`config.mk`:
```
export PLATFORM = sky130hd
export DESIGN_NAME = extint_detect
export DESIGN_NICKNAME = d
export VERILOG_FILES = /design/src/rtl/extint_pkg.sv /design/src/rtl/extint_sync.sv /design/src/rtl/extint_chan.sv /design/src/rtl/extint_regs.sv /design/src/rtl/extint_detect.sv
export SDC_FILE = /design/constraint.sdc
export NUM_CORES = 1
export LEC_CHECK = 0
export BUFFER_PORTS_ARGS = -buffer_cell sky130_fd_sc_hd__clkbuf_2
export CORE_UTILIZATION = 56
export DETAILED_ROUTE_END_ITERATION = 8
export PLACE_DENSITY = 0.86
export SLEW_MARGIN = 10
export SYNTH_ARGS = -nofsm -noshare
export SYNTH_HDL_FRONTEND = slang
export SYNTH_SLANG_ARGS = --single-unit
```
`constraint.sdc`:
```
create_clock -name clk_i -period 2.25 [get_ports clk_i]
set_input_delay 0.1125 -clock clk_i [delete_from_list [all_inputs] [get_ports clk_i]]
set_output_delay 0.1125 -clock clk_i [all_outputs]
set_load 0.01 [all_outputs]
```
`src/rtl/extint_pkg.sv`:
```
package extint_pkg;
   localparam int CODE_W = 4;
   localparam int MAX_CH = 6;

   localparam logic [CODE_W-1:0] TRIG_OFF  = 4'd0;
   localparam logic [CODE_W-1:0] TRIG_RISE = 4'd1;
   localparam logic [CODE_W-1:0] TRIG_FALL = 4'd2;
   localparam logic [CODE_W-1:0] TRIG_BOTH = 4'd3;
   localparam logic [CODE_W-1:0] TRIG_HIGH = 4'd5;
   localparam logic [CODE_W-1:0] TRIG_LOW  = 4'd6;

   typedef enum logic [1:0] {
      REG_CFG = 2'd0,
      REG_CAP = 2'd1,
      REG_CLR = 2'd2,
      REG_EN  = 2'd3
   } reg_sel_e;
endpackage

```
`src/rtl/extint_sync.sv`:
```
module extint_sync #(
   parameter int WIDTH  = 6,
   parameter int STAGES = 2
) (
   input  logic             clk_i,
   input  logic             rst_ni,
   input  logic [WIDTH-1:0] d_i,
   output logic [WIDTH-1:0] q_o
);
   if (STAGES < 2) begin : g_bad_stages
      $error("extint_sync: STAGES must be at least 2");
   end

   logic [STAGES-1:0][WIDTH-1:0] st_q;

   always_ff @(posedge clk_i or negedge rst_ni) begin
      if (!rst_ni) st_q <= '0;
      else         st_q <= {st_q[STAGES-2:0], d_i};
   end

   assign q_o = st_q[STAGES-1];
endmodule

```
`src/rtl/extint_chan.sv`:
```
module extint_chan
   import extint_pkg::*;
#(
   parameter bit REG_OUT = 1'b0
) (
   input  logic              clk_i,
   input  logic              rst_ni,
   input  logic              pin_i,
   input  logic [CODE_W-1:0] code_i,
   input  logic              cfg_wr_i,
   input  logic              clr_i,
   input  logic              en_i,
   output logic              status_o,
   output logic              irq_o
);
   logic prev_q, lat_q;
   logic rise, fall, edge_hit, lvl, is_edge;

   always_ff @(posedge clk_i or negedge rst_ni) begin
      if (!rst_ni) prev_q <= 1'b0;
      else         prev_q <= pin_i;
   end

   always_comb begin
      rise     = pin_i & ~prev_q;
      fall     = ~pin_i & prev_q;
      edge_hit = 1'b0;
      lvl      = 1'b0;
      is_edge  = 1'b0;
      case (code_i)
         TRIG_RISE: begin is_edge = 1'b1; edge_hit = rise;        end
         TRIG_FALL: begin is_edge = 1'b1; edge_hit = fall;        end
         TRIG_BOTH: begin is_edge = 1'b1; edge_hit = rise | fall; end
         TRIG_HIGH: lvl = pin_i;
         TRIG_LOW:  lvl = ~pin_i;
         default:   ;
      endcase
   end

   // A trigger write wins; then a fresh edge beats an acknowledge.
   always_ff @(posedge clk_i or negedge rst_ni) begin
      if (!rst_ni)       lat_q <= 1'b0;
      else if (cfg_wr_i) lat_q <= 1'b0;
      else if (edge_hit) lat_q <= 1'b1;
      else if (clr_i)    lat_q <= 1'b0;
   end

   assign status_o = lat_q | lvl;

   if (REG_OUT) begin : g_reg_out
      logic irq_q;
      always_ff @(posedge clk_i or negedge rst_ni) begin
         if (!rst_ni) irq_q <= 1'b0;
         else         irq_q <= en_i & status_o;
      end
      assign irq_o = irq_q;
   end else begin : g_comb_out
      assign irq_o = en_i & status_o;
   end

   p_hold_r2: assert property (@(posedge clk_i) disable iff (!rst_ni)
      lat_q && !clr_i && !cfg_wr_i |=> lat_q);
   p_edge_set_r2: assert property (@(posedge clk_i) disable iff (!rst_ni)
      edge_hit && !cfg_wr_i |=> lat_q);
   p_noedge_quiet_r4: assert property (@(posedge clk_i) disable iff (!rst_ni)
      !is_edge |-> !lat_q);
   p_gate_r5: assert property (@(posedge clk_i) disable iff (!rst_ni)
      !en_i && !$past(en_i) |-> !irq_o);
   p_clr_drop_r7: assert property (@(posedge clk_i) disable iff (!rst_ni)
      clr_i && !edge_hit && !cfg_wr_i |=> !lat_q);
   p_cfg_clear_r8: assert property (@(posedge clk_i) disable iff (!rst_ni)
      cfg_wr_i |=> !lat_q);
endmodule

```
`src/rtl/extint_regs.sv`:
```
module extint_regs
   import extint_pkg::*;
#(
   parameter int NUM_CH = 6,
   parameter int DATA_W = 32,
   localparam int CFG_W = CODE_W * NUM_CH
) (
   input  logic              clk_i,
   input  logic              rst_ni,
   input  logic              wr_i,
   input  logic [3:0]        addr_i,
   input  logic [DATA_W-1:0] wdata_i,
   input  logic [NUM_CH-1:0] status_i,
   output logic [DATA_W-1:0] rdata_o,
   output logic [CFG_W-1:0]  cfg_o,
   output logic              cfg_wr_o,
   output logic [NUM_CH-1:0] clr_o,
   output logic [NUM_CH-1:0] en_o
);
   logic             hit;
   reg_sel_e         sel;
   logic             en_wr;
   logic [CFG_W-1:0] cfg_q;
   logic [NUM_CH-1:0] en_q;

   assign hit      = (addr_i[1:0] == 2'b00);
   assign sel      = reg_sel_e'(addr_i[3:2]);
   assign cfg_wr_o = wr_i & hit & (sel == REG_CFG);
   assign en_wr    = wr_i & hit & (sel == REG_EN);
   assign clr_o    = (wr_i && hit && sel == REG_CLR) ? wdata_i[NUM_CH-1:0] : '0;

   if (CFG_W < DATA_W) begin : g_spare
      logic unused_wdata;
      assign unused_wdata = ^wdata_i[DATA_W-1:CFG_W];
   end

   always_ff @(posedge clk_i or negedge rst_ni) begin
      if (!rst_ni) begin
         cfg_q <= '0;
         en_q  <= '0;
      end else begin
         if (cfg_wr_o) cfg_q <= wdata_i[CFG_W-1:0];
         if (en_wr)    en_q  <= wdata_i[NUM_CH-1:0];
      end
   end

   always_comb begin
      rdata_o = '0;
      if (hit) begin
         case (sel)
            REG_CFG: rdata_o[CFG_W-1:0]  = cfg_q;
            REG_CAP: rdata_o[NUM_CH-1:0] = status_i;
            REG_EN:  rdata_o[NUM_CH-1:0] = en_q;
            default: ;
         endcase
      end
   end

   assign cfg_o = cfg_q;
   assign en_o  = en_q;

   p_cfg_write_r1: assert property (@(posedge clk_i) disable iff (!rst_ni)
      wr_i && hit && sel == REG_CFG |=> cfg_q == $past(wdata_i[CFG_W-1:0]));
   p_cfg_keep_r1: assert property (@(posedge clk_i) disable iff (!rst_ni)
      !(wr_i && hit && sel == REG_CFG) |=> $stable(cfg_q));
   p_en_write_r5: assert property (@(posedge clk_i) disable iff (!rst_ni)
      wr_i && hit && sel == REG_EN |=> en_q == $past(wdata_i[NUM_CH-1:0]));
   p_en_keep_r5: assert property (@(posedge clk_i) disable iff (!rst_ni)
      !(wr_i && hit && sel == REG_EN) |=> $stable(en_q));
endmodule

```
`src/rtl/extint_detect.sv`:
```
module extint_detect
   import extint_pkg::*;
#(
   parameter int NUM_CH      = 6,
   parameter int DATA_W      = 32,
   parameter int SYNC_STAGES = 2,
   parameter bit REG_OUT     = 1'b0
) (
   input  logic              clk_i,
   input  logic              rst_ni,
   input  logic [NUM_CH-1:0] pin_i,
   input  logic              bus_wr_i,
   input  logic [3:0]        bus_addr_i,
   input  logic [DATA_W-1:0] bus_wdata_i,
   output logic [DATA_W-1:0] bus_rdata_o,
   output logic [NUM_CH-1:0] irq_o
);
   localparam int CFG_W = CODE_W * NUM_CH;

   if (NUM_CH < 1 || NUM_CH > MAX_CH) begin : g_bad_ch
      $error("extint_detect: NUM_CH out of range");
   end
   if (DATA_W < CFG_W) begin : g_bad_dw
      $error("extint_detect: DATA_W too narrow for packed trigger codes");
   end

   logic [NUM_CH-1:0] pin_s;
   logic [NUM_CH-1:0] status;
   logic [NUM_CH-1:0] clr;
   logic [NUM_CH-1:0] en;
   logic [CFG_W-1:0]  cfg;
   logic              cfg_wr;

   extint_sync #(.WIDTH(NUM_CH), .STAGES(SYNC_STAGES)) u_sync (
      .clk_i (clk_i),
      .rst_ni(rst_ni),
      .d_i   (pin_i),
      .q_o   (pin_s)
   );

   extint_regs #(.NUM_CH(NUM_CH), .DATA_W(DATA_W)) u_regs (
      .clk_i   (clk_i),
      .rst_ni  (rst_ni),
      .wr_i    (bus_wr_i),
      .addr_i  (bus_addr_i),
      .wdata_i (bus_wdata_i),
      .status_i(status),
      .rdata_o (bus_rdata_o),
      .cfg_o   (cfg),
      .cfg_wr_o(cfg_wr),
      .clr_o   (clr),
      .en_o    (en)
   );

   for (genvar c = 0; c < NUM_CH; c++) begin : g_ch
      extint_chan #(.REG_OUT(REG_OUT)) u_chan (
         .clk_i   (clk_i),
         .rst_ni  (rst_ni),
         .pin_i   (pin_s[c]),
         .code_i  (cfg[CODE_W*c +: CODE_W]),
         .cfg_wr_i(cfg_wr),
         .clr_i   (clr[c]),
         .en_i    (en[c]),
         .status_o(status[c]),
         .irq_o   (irq_o[c])
      );
   end
endmodule

```
==> impl_metrics.yaml, run 1 <==
floorplan:
  die_w_um: 75.0
  rows: 26
  start_util_pct: 58.4
  die-area_mm2: 0.00562
  ios: 83
  die-height_um: 75.0
  coreArea_mm2: 0.00511
power:
  cellPowerDensity_mw_per_mm2: 760
  cellLeakagePower_nw: 1.71
  ir_drop_mv: 0.388
synth:
  syn-mean-instance-area_um2: 11.2
  synth-edff-count: 0
  synth_seq_cells: 54
  async_flop_share_pct: 100
  synthCells: 267
  ys_types: 33
  syn_area_mm2: 0.00298
  synth_ff_type: "dfrtp_1"
  yosys_warnings: 0
  ys_seq_area_share_pct: 45.3
global_route:
  grt_pass1_vias: 2025
  grt_max_degree: 55
  grt_pass1_wl_um: 9380
  grt_usage_pct: 22.4
  grt_overflow: 0
  antenna_found_initial: 0
setup_path:
  cp.required_ns: 2.14
  end_kind: "output pin"
  reg2reg_to: "g_ch[1].u_chan.lat_q$_DFFE_PN0P_"
  path_cells: "or3b_1 -> a21oi_2 -> o21ai_1 -> a31oi_1 -> clkbuf_2"
  max_stage_delay_ns: 0.46
  worstSetupPathType: "flip-flop to output pin"
  slowest_stage: "dfrtp_1"
  worstPathMaxFanout: 7
  r2r.worst_path.cells: 5
  cp.arrival_ns: 1.84
  rrSetupSlack_ns: 0.84
  crit-reg2reg-launch: "u_sync.q_o[1]$_DFF_PN0_"
  cp-start-kind: "flip-flop"
cts:
  clkLatencyLatePin_ns: 0.30
  cts_buffer_depth: 2
  ctsHtreeMaxLevel: 2
  clk_pin_slew_ns: 0.10
  cts_buffers: 5
  cts.sinks: 54
  tritoncts: "yes"
  cts-root-buf: "clkbuf_8"
  postCtsSetupBuffers: 0
timing:
  period_share_pct: 86.7
  finalMaxSlewViolations: 0
  rsz0062_at_grt: "false"
  skew_ns: 0.00700
  max_slew_margin_pct: 55.0
  setup_violations: 0
  period_needed_ns: 1.95
  worst_slew_pin_slew_ns: 0.676
  timing.setup.tns_ns: 0
  fmax_mhz: 513
  hold_violations: 0
placement:
  hpwl_um: 4020
  gp_congestion: 0.784
  numPortBuffers: 66
  placed_cell_area_mm2: 0.00325
flow_run:
  cap_violations: 0
drt:
  via_count: 2108
  ant_nets: 0
  drtIter0Drc: 119
  first_pass_iters: 4
  via_per_inst: 5.23
  wl_um: 5860
  drc: 0
  wire_per_inst_um: 14.5
worst_hold_path:
  worstHoldStart: "bus_wdata_i[16]"
  hold_end: "u_regs.cfg_o[16]$_DFFE_PN0P_"
  hold_path.class: "primary input to flip-flop"
  hold_depth: 2
layout:
  multiInputGateArea_mm2: 0.00139
  regArea_mm2: 0.00135
  synthToLayoutAreaGrowth_pct: 14.9
  design_area_mm2: 0.00342
  drive_above_1_share_pct: 33.3
  fin_nets: 389
  diodes: 0
  fillers: 407
run_status:
  status: "completed"
[where the power goes]
group / internal, mW / switching [mW] / total [mW]
logic: 0.353 / 0.253 / 0.606
clock network: 0.328 / 0.304 / 0.632
registers: 1.16 / 0.201 / 1.36
total: 1.84 / 0.757 / 2.60
[critical path: cells and delay by family (launching register included)]
kind                   cells  cell delay (ns)
buffers and inverters      1             0.18
AO/OA/AOI/OAI              3             0.49
AND/OR/NAND/NOR            1             0.42
flip-flops                 1             0.46
[synthesized netlist by cell type (2+ instances only)]
cell type	n	share of area, %
dfrtp_1	54	45
a21oi_2	6	1.8
nand3_1	6	1.0
o21ai_1	6	1.0
mux2_4	24	12
a211o_1	6	1.8
or3b_1	6	1.8
and3_1	18	3.8
o21ai_0	18	3.0
inv_1	18	2.3
buf_12	2	1.3
o21a_1	6	1.5
a21oi_1	6	1.0
a31oi_1	6	1.3
clkbuf_1	4	0.50
nor2b_1	12	2.5
ha_1	12	5.0
buf_4	15	3.8
nand3b_1	12	3.0
nand2b_1	6	1.3
nand2_1	12	1.5
[sequential cells by signal (all words and copies together) (netlist names)]
name	count
u_regs.cfg_o	24
g_ch.u_chan.lat_q	6
g_ch.u_chan.prev_q	6
u_regs.en_o	6
u_sync.q_o	6
u_sync.st_q	6
[how the worst max path moves through the flow]
stage                                end  slack [ns]                        start  depth (start not counted)
after detailed placement  bus_rdata_o[2]        0.65  u_regs.cfg_o[8]$_DFFE_PN0P_                          5
after global placement    bus_rdata_o[2]        0.68  u_regs.cfg_o[8]$_DFFE_PN0P_                          5
after floorplan           bus_rdata_o[0]        0.87  u_regs.cfg_o[0]$_DFFE_PN0P_                          4
after global routing      bus_rdata_o[2]        0.24  u_regs.cfg_o[8]$_DFFE_PN0P_                          5
final                     bus_rdata_o[2]        0.30  u_regs.cfg_o[8]$_DFFE_PN0P_                          5
after CTS                 bus_rdata_o[2]        0.31  u_regs.cfg_o[8]$_DFFE_PN0P_                          5
[layout by cell type (no fill, tap or decap), types with 7 or more instances in the layout]
master / instances
nand3b_1: 12
o21ai_0: 18
and3_1: 18
nand2_1: 12
ha_1: 12
dlygate4sd3_1: 7
conb_1: 8
nor2b_1: 12
inv_1: 18
clkbuf_2: 66
mux2_4: 24
dfrtp_1: 54
[routing by layer]
| metal | GRT usage, % | part of all wire [%] |
|---|---|---|
| met1 | 30.0 | 45 |
| met2 | 37.3 | 50 |
| met3 | 3.61 | 3.1 |
| met4 | 7.13 | 1.1 |
| met5 | 0 | 0 |
[cell type report]
cell class,count,area share (%)
clock buffers,5,2.01
clock inverters,3,1.17
inverters,18,1.97
multi-input cells,177,40.5
flip-flops and latches,54,39.5
well taps,70,2.56
repair buffers,76,12.3
[kinds of logic after synthesis]
logic type | count (synthesis) | synth area share [%]
adders and majority gates | 12 | 5.04
DFF | 54 | 45.3
AOI/OAI and AO/OA | 54 | 11.3
other | 1 | 0.126
muxes | 24 | 12.1
buffers and inverters | 43 | 9.06
and+or+nand+nor | 79 | 17.0
[per-stage QoR]
step | power (mW) | utilization (%) | hold WS (ns) | setup WS [ns] | cells
after floorplan | 1.81 | - | -0.183 | 0.871 | 274
after global placement | 1.93 | 63.5 | 0.220 | 0.677 | 388
after detailed placement | 1.97 | 63.5 | 0.222 | 0.651 | 388
after CTS | 2.62 | 67.1 | 0.0304 | 0.312 | 403
after global routing | 2.75 | 67.1 | 0.0317 | 0.245 | 403
final | 2.60 | 67.1 | 0.0350 | 0.300 | 403
[what timing repair did]
item                      4_1_cts  5_1_grt
hold buffers                    7        0
gates resized for setup         0        0
hold endpoints to repair       60        0
(Power assumes the default switching activity.)
==> run 2, diff against run 1 <==
--- a/config.mk
+++ b/config.mk
@@ -6,9 +6,12 @@
 export NUM_CORES = 1
 export LEC_CHECK = 0
 export BUFFER_PORTS_ARGS = -buffer_cell sky130_fd_sc_hd__clkbuf_2
+export CORE_ASPECT_RATIO = 1.2
 export CORE_UTILIZATION = 56
+export CTS_CLUSTER_SIZE = 25
 export DETAILED_ROUTE_END_ITERATION = 8
 export PLACE_DENSITY = 0.86
+export RECOVER_POWER = 25
 export SLEW_MARGIN = 10
 export SYNTH_ARGS = -nofsm -noshare
 export SYNTH_HDL_FRONTEND = slang
==> impl_metrics.yaml, run 2 (synthesized netlist as in run 1, its figures left out) <==
drt:
  wl_um: 5700
  via_count: 2155
  drtIter0Drc: 172
  via_per_inst: 5.48
  first_pass_iters: 4
  drc: 0
  ant_nets: 0
  wire_per_inst_um: 14.5
floorplan:
  die_w_um: 68.6
  coreArea_mm2: 0.00501
  start_util_pct: 59.5
  die-height_um: 81.9
  ios: 83
  rows: 28
  die-area_mm2: 0.00562
global_route:
  grt_overflow: 0
  antenna_found_initial: 0
  grt_max_degree: 31
  grt_pass1_vias: 2036
  grt_pass1_wl_um: 9130
  grt_usage_pct: 22.2
timing:
  worst_slew_pin_slew_ns: 1.46
  max_slew_margin_pct: 2.43
  period_share_pct: 85.0
  rsz0062_at_grt: "false"
  fmax_mhz: 523
  period_needed_ns: 1.91
  whs_ns: 0.0315
  skew_ns: 0.00697
  setup_violations: 0
  timing.setup.tns_ns: 0
  finalMaxSlewViolations: 0
  hold_violations: 0
setup_path:
  cp.arrival_ns: 1.80
  max_stage_delay_ns: 0.45
  crit_family: "compound AO/OA/AOI/OAI gates"
  cp_num_buf_inv: 1
  cp.required_ns: 2.14
  crit_cells: 5
  path_cells: "or3b_1 -> a21oi_2 -> o21ai_1 -> a31oi_1 -> clkbuf_2"
  end_kind: "output pin"
  cp-start-kind: "flip-flop"
  worstPathMaxFanout: 7
  r2r.worst_path.cells: 5
  worstSetupPathType: "flip-flop to output pin"
  slowest_stage: "dfrtp_1"
power:
  seqPwrFrac_pct: 52.3
  p_int_mw: 1.85
  cellPowerDensity_mw_per_mm2: 764
  cellLeakagePower_nw: 1.70
  pwr-share-comb_pct: 23.1
  power_switching_uw: 759
  ir_drop_mv: 0.522
  p_clk_share_pct: 24.6
  p_sw_share_pct: 29.1
cts:
  clkLatencyLatePin_ns: 0.30
  cts-root-buf: "clkbuf_8"
  cts_buffer_depth: 2
  cts_buffers: 5
  clk_pin_slew_ns: 0.10
  ctsHtreeMaxLevel: 2
  postCtsHoldBufs: 7
  cts.sinks: 54
  tritoncts: "yes"
  postCtsSetupBuffers: 0
  cts_resized: 0
worst_hold_path:
  hold_depth: 2
  hold_path.class: "primary input to flip-flop"
layout:
  synthToLayoutAreaGrowth_pct: 14.4
  fin_nets: 389
  drive_above_1_share_pct: 32.7
  diodes: 0
  final_common_cell: "clkbuf_2"
  layout_common_cells: "65 x clkbuf_2, 54 x dfrtp_1, 24 x mux2_4"
  layout.cells.non_filler: 393
  largest_reg_flops: 24
placement:
  hpwl_um: 3990
  placed_cells: 378
  numPortBuffers: 66
  gp_congestion: 0.745
flow_run:
  cap_violations: 0
run_status:
  status: "completed"
## run 2: changes by cell type in the layout (fill, tap and decap cells not counted), sizes merged
| cell | previous run | this run |
|---|---|---|
| clkbuf | 71 | 72 |
| clkinv | 2 | 0 |
| clkinvlp | 0 | 1 |
## run 2: area by class of cell
cell class / instances / area [um2]
Clock inverter: 2 / 37.5
Multi-Input combinational cell: 177 / 1390
Sequential cell: 54 / 1350
Inverter: 18 / 67.6
Clock buffer: 6 / 72.6
Fill cell: 396 / 1600
Timing Repair Buffer: 76 / 422
Tap cell: 60 / 75.1
## run 2: through the flow
step	utilization (%)	setup slack (ns)	instance area (um2)	power, mW
floorplan	-	0.871	3010	1.81
global placement	64.5	0.706	3230	1.94
detailed placement	64.5	0.674	3230	1.97
CTS	68.1	0.331	3410	2.63
global route	68.1	0.170	3410	2.76
finish	68.1	0.338	3410	2.61
## run 2: layer usage
| layer | track usage, % | vias up | wire, um |
|---|---|---|---|
| li1 | - | 1030 | - |
| met1 | 27.8 | 1062 | 2580 |
| met5 | 0 | - | 0 |
| met3 | 4.31 | 6 | 238 |
| met2 | 37.6 | 57 | 2820 |
| met4 | 7.92 | 0 | 70 |
## run 2: power groups by stage
stage                     registers, mW  clock network (mW)  logic (mW)
after floorplan                    1.32                   0       0.499
after global placement             1.36                   0       0.573
after detailed placement           1.38                   0       0.594
after CTS                          1.36               0.662       0.607
after global routing               1.40               0.696       0.666
final                              1.36               0.640       0.602
## run 2: worst paths after layout
check | startpoint | endpoint | slack, ns
max in group asynchronous | rst_ni | u_regs.cfg_o[10]$_DFFE_PN0P_ | 0.48
min in group asynchronous | rst_ni | u_regs.cfg_o[7]$_DFFE_PN0P_ | 0.67
max | u_regs.cfg_o[12]$_DFFE_PN0P_ | bus_rdata_o[3] | 0.34
max reg2reg | u_sync.q_o[1]$_DFF_PN0_ | g_ch[1].u_chan.lat_q$_DFFE_PN0P_ | 0.86
min | bus_wdata_i[6] | u_regs.cfg_o[6]$_DFFE_PN0P_ | 0.03
min reg2reg | u_sync.st_q[5]$_DFF_PN0_ | u_sync.q_o[5]$_DFF_PN0_ | 0.35
==> run 3, diff against run 2 <==
--- a/config.mk
+++ b/config.mk
@@ -5,12 +5,13 @@
 export SDC_FILE = /design/constraint.sdc
 export NUM_CORES = 1
 export LEC_CHECK = 0
+export ABC_AREA = 1
 export BUFFER_PORTS_ARGS = -buffer_cell sky130_fd_sc_hd__clkbuf_2
 export CORE_ASPECT_RATIO = 1.2
-export CORE_UTILIZATION = 56
+export CORE_UTILIZATION = 52
 export CTS_CLUSTER_SIZE = 25
 export DETAILED_ROUTE_END_ITERATION = 8
-export PLACE_DENSITY = 0.86
+export PLACE_DENSITY = 0.81
 export RECOVER_POWER = 25
 export SLEW_MARGIN = 10
 export SYNTH_ARGS = -nofsm -noshare
==> constraint.sdc (replaced) <==
create_clock -name clk_i -period 1.87 [get_ports clk_i]
set_input_delay 0.0935 -clock clk_i [delete_from_list [all_inputs] [get_ports clk_i]]
set_output_delay 0.0935 -clock clk_i [all_outputs]
set_load 0.01 [all_outputs]
==> impl_metrics.yaml, run 3 <==
run_status:
  status: "finished, violations left"
  violations: "design-rule violations"
synth:
  synth_fa_ha_area_share_pct: 5.09
  async_flop_share_pct: 100
  synth_common_cells: "78 x nand2_1, 65 x inv_1, 54 x dfrtp_1"
  yosys.area.top_type: "dfrtp_1"
  synth-edff-count: 0
  syn_area_mm2: 0.00295
  synthCells: 364
  synth_area_leaders: "dfrtp_1 46%, nand2_1 9.9%, inv_1 8.3%"
  synth_top_family_by_area: "simple AND/OR/NAND/NOR gates"
  synth.most_common_cell: "nand2_1"
  ys_seq_area_share_pct: 45.8
  syn-mean-instance-area_um2: 8.10
  synth_top_area_share_pct: 45.8
  synth_compound_area_share_pct: 11.0
  synth_ff_type: "dfrtp_1"
  synth_seq_cells: 54
  yosys_warnings: 0
  synth_xor_area_share_pct: 0
  synthSimpleGateAreaFrac_pct: 23.0
  ys_types: 25
  synth_mux_area_share_pct: 0
layout:
  design_area_mm2: 0.00350
  synthToLayoutAreaGrowth_pct: 18.7
  final_common_cell: "nand2_1"
  drive_above_1_share_pct: 20.6
  diodes: 0
  fin_nets: 502
  layout_common_cells: "78 x nand2_1, 66 x clkbuf_2, 65 x inv_1, 54 x dfrtp_1, 29 x o21ai_0"
  largest_reg_flops: 24
  fin_util_pct: 65.2
setup_path:
  slowest_stage: "dfrtp_1"
  r2r.worst_path.cells: 6
  end_kind: "output pin"
  crit-reg2reg-launch: "u_sync.q_o[1]$_DFF_PN0_"
  cp.arrival_ns: 1.56
  crit_family: "flip-flops"
  worstSetupPathType: "flip-flop to output pin"
  rrSetupSlack_ns: 0.65
  cpMostUsedCell: "nand2_1"
  worstPathMaxFanout: 4
  cp_num_buf_inv: 2
  reg2reg_to: "g_ch[1].u_chan.lat_q$_DFFE_PN0P_"
  cp-start-kind: "flip-flop"
  path_cells: "inv_1 -> nand2_1 -> nand2_1 -> nand3_1 -> nand2_1 -> nand2_1 -> a21oi_1 -> clkbuf_2"
  max_stage_delay_ns: 0.41
  cp.required_ns: 1.78
flow_run:
  cap_violations: 0
timing:
  worst_slack_ns: 0.213
  hold_violations: 0
  worst_slew_pin_slew_ns: 1.35
  rsz0062_at_grt: "false"
  skew_ns: 0.00608
  period_share_pct: 88.6
  finalMaxSlewViolations: 0
  period_needed_ns: 1.66
  max_slew_margin_pct: 9.80
  fmax_mhz: 604
  setup_violations: 0
  timing.setup.tns_ns: 0
placement:
  pre_cts_ws_ns: 0.519
  placed_cell_area_mm2: 0.00324
  hpwl_um: 4870
  numPortBuffers: 66
  gp_congestion: 0.850
drt:
  wl_um: 6690
  drc: 10
  wire_per_inst_um: 13.2
  via_count: 2654
  ant_nets: 0
  first_pass_iters: 6
  via_per_inst: 5.22
  drtIter0Drc: 118
worst_hold_path:
  hold_path.class: "primary input to flip-flop"
  hold_end: "u_regs.cfg_o[13]$_DFFE_PN0P_"
  hold_depth: 3
  worstHoldStart: "bus_wdata_i[13]"
power:
  cellPowerDensity_mw_per_mm2: 877
  ir_drop_mv: 0.554
  cellLeakagePower_nw: 1.86
cts:
  clkLatencyLatePin_ns: 0.30
  postCtsSetupBuffers: 0
  postCtsHoldBufs: 20
  ctsHtreeMaxLevel: 2
  tritoncts: "yes"
  cts-root-buf: "clkbuf_8"
  clk_pin_slew_ns: 0.09
  cts.sinks: 54
  cts_resized: 0
  cts_buffers: 5
  cts_buffer_depth: 2
global_route:
  grt_pass1_wl_um: 11300
  grt_max_degree: 28
  grt_pass1_vias: 2593
  grt_usage_pct: 24.5
  grt_overflow: 0
  antenna_found_initial: 0
floorplan:
  coreArea_mm2: 0.00537
  die_w_um: 70.7
  start_util_pct: 54.9
  die-area_mm2: 0.00598
  ios: 83
  die-height_um: 84.5
  rows: 29
==> run 3: worst register-to-register path: stages (launching register included) <==
cell and delay, ns:
dfrtp_1 0.42, ha_1 0.29, nor2_1 0.10, nand2_1 0.05
nand3_1 0.07, nand4_1 0.11, o21ai_0 0.10
==> run 3: where the power goes <==
part	internal (mW)	total [mW]	switching, mW	leakage [nW]
Clock	0.299	0.657	0.358	0.0482
Sequential	1.40	1.56	0.166	0.646
Combinational	0.327	0.849	0.522	1.17
Total	2.02	3.07	1.05	1.86
==> run 3: layout make-up <==
class                           count  area (um2)
Clock buffer                        7        86.3
Clock inverter                      1        5.00
Fill cell                         451        1870
Inverter                           67         251
Multi-Input combinational cell    225        1160
Sequential cell                    54        1350
Tap cell                           62        77.6
Timing Repair Buffer               92         568
==> run 3: worst max path at each step <==
stage | from | end | depth (start not counted)
finish | u_regs.cfg_o[16]$_DFFE_PN0P_ | bus_rdata_o[4] | 8
global route | u_regs.cfg_o[9]$_DFFE_PN0P_ | bus_rdata_o[2] | 8
CTS | u_regs.cfg_o[9]$_DFFE_PN0P_ | bus_rdata_o[2] | 8
detailed placement | bus_addr_i[1] | bus_rdata_o[2] | 5
global placement | bus_addr_i[1] | bus_rdata_o[2] | 5
floorplan | u_regs.cfg_o[12]$_DFFE_PN0P_ | bus_rdata_o[3] | 7
==> run 3: layer usage <==
layer | vias up | GRT usage, % | part of all wire (%)
met5 | - | 0 | 0
met4 | 0 | 14.2 | 4.6
met3 | 26 | 4.08 | 4.6
met2 | 92 | 44.7 | 53
met1 | 1235 | 26.6 | 37
li1 | 1301 | - | -
==> run 3: kinds of logic (layout without fill, tap and decap cells) <==
| family | after synthesis | after routing |
|---|---|---|
| AOI/OAI and AO/OA | 56 | 56 |
| adders and majority gates | 12 | 12 |
| buffers and inverters | 92 | 167 |
| DFF | 54 | 54 |
| other | 1 | 8 |
| and+or+nand+nor | 149 | 149 |
==> run 3: through the flow <==
stage               hold slack (ns)  power (mW)  instances
floorplan                    -0.202        2.17        371
global placement              0.140        2.34        480
finish                       0.0117        3.07        508
global route                0.00658        3.29        508
detailed placement            0.145        2.39        480
CTS                         0.00208        3.08        508
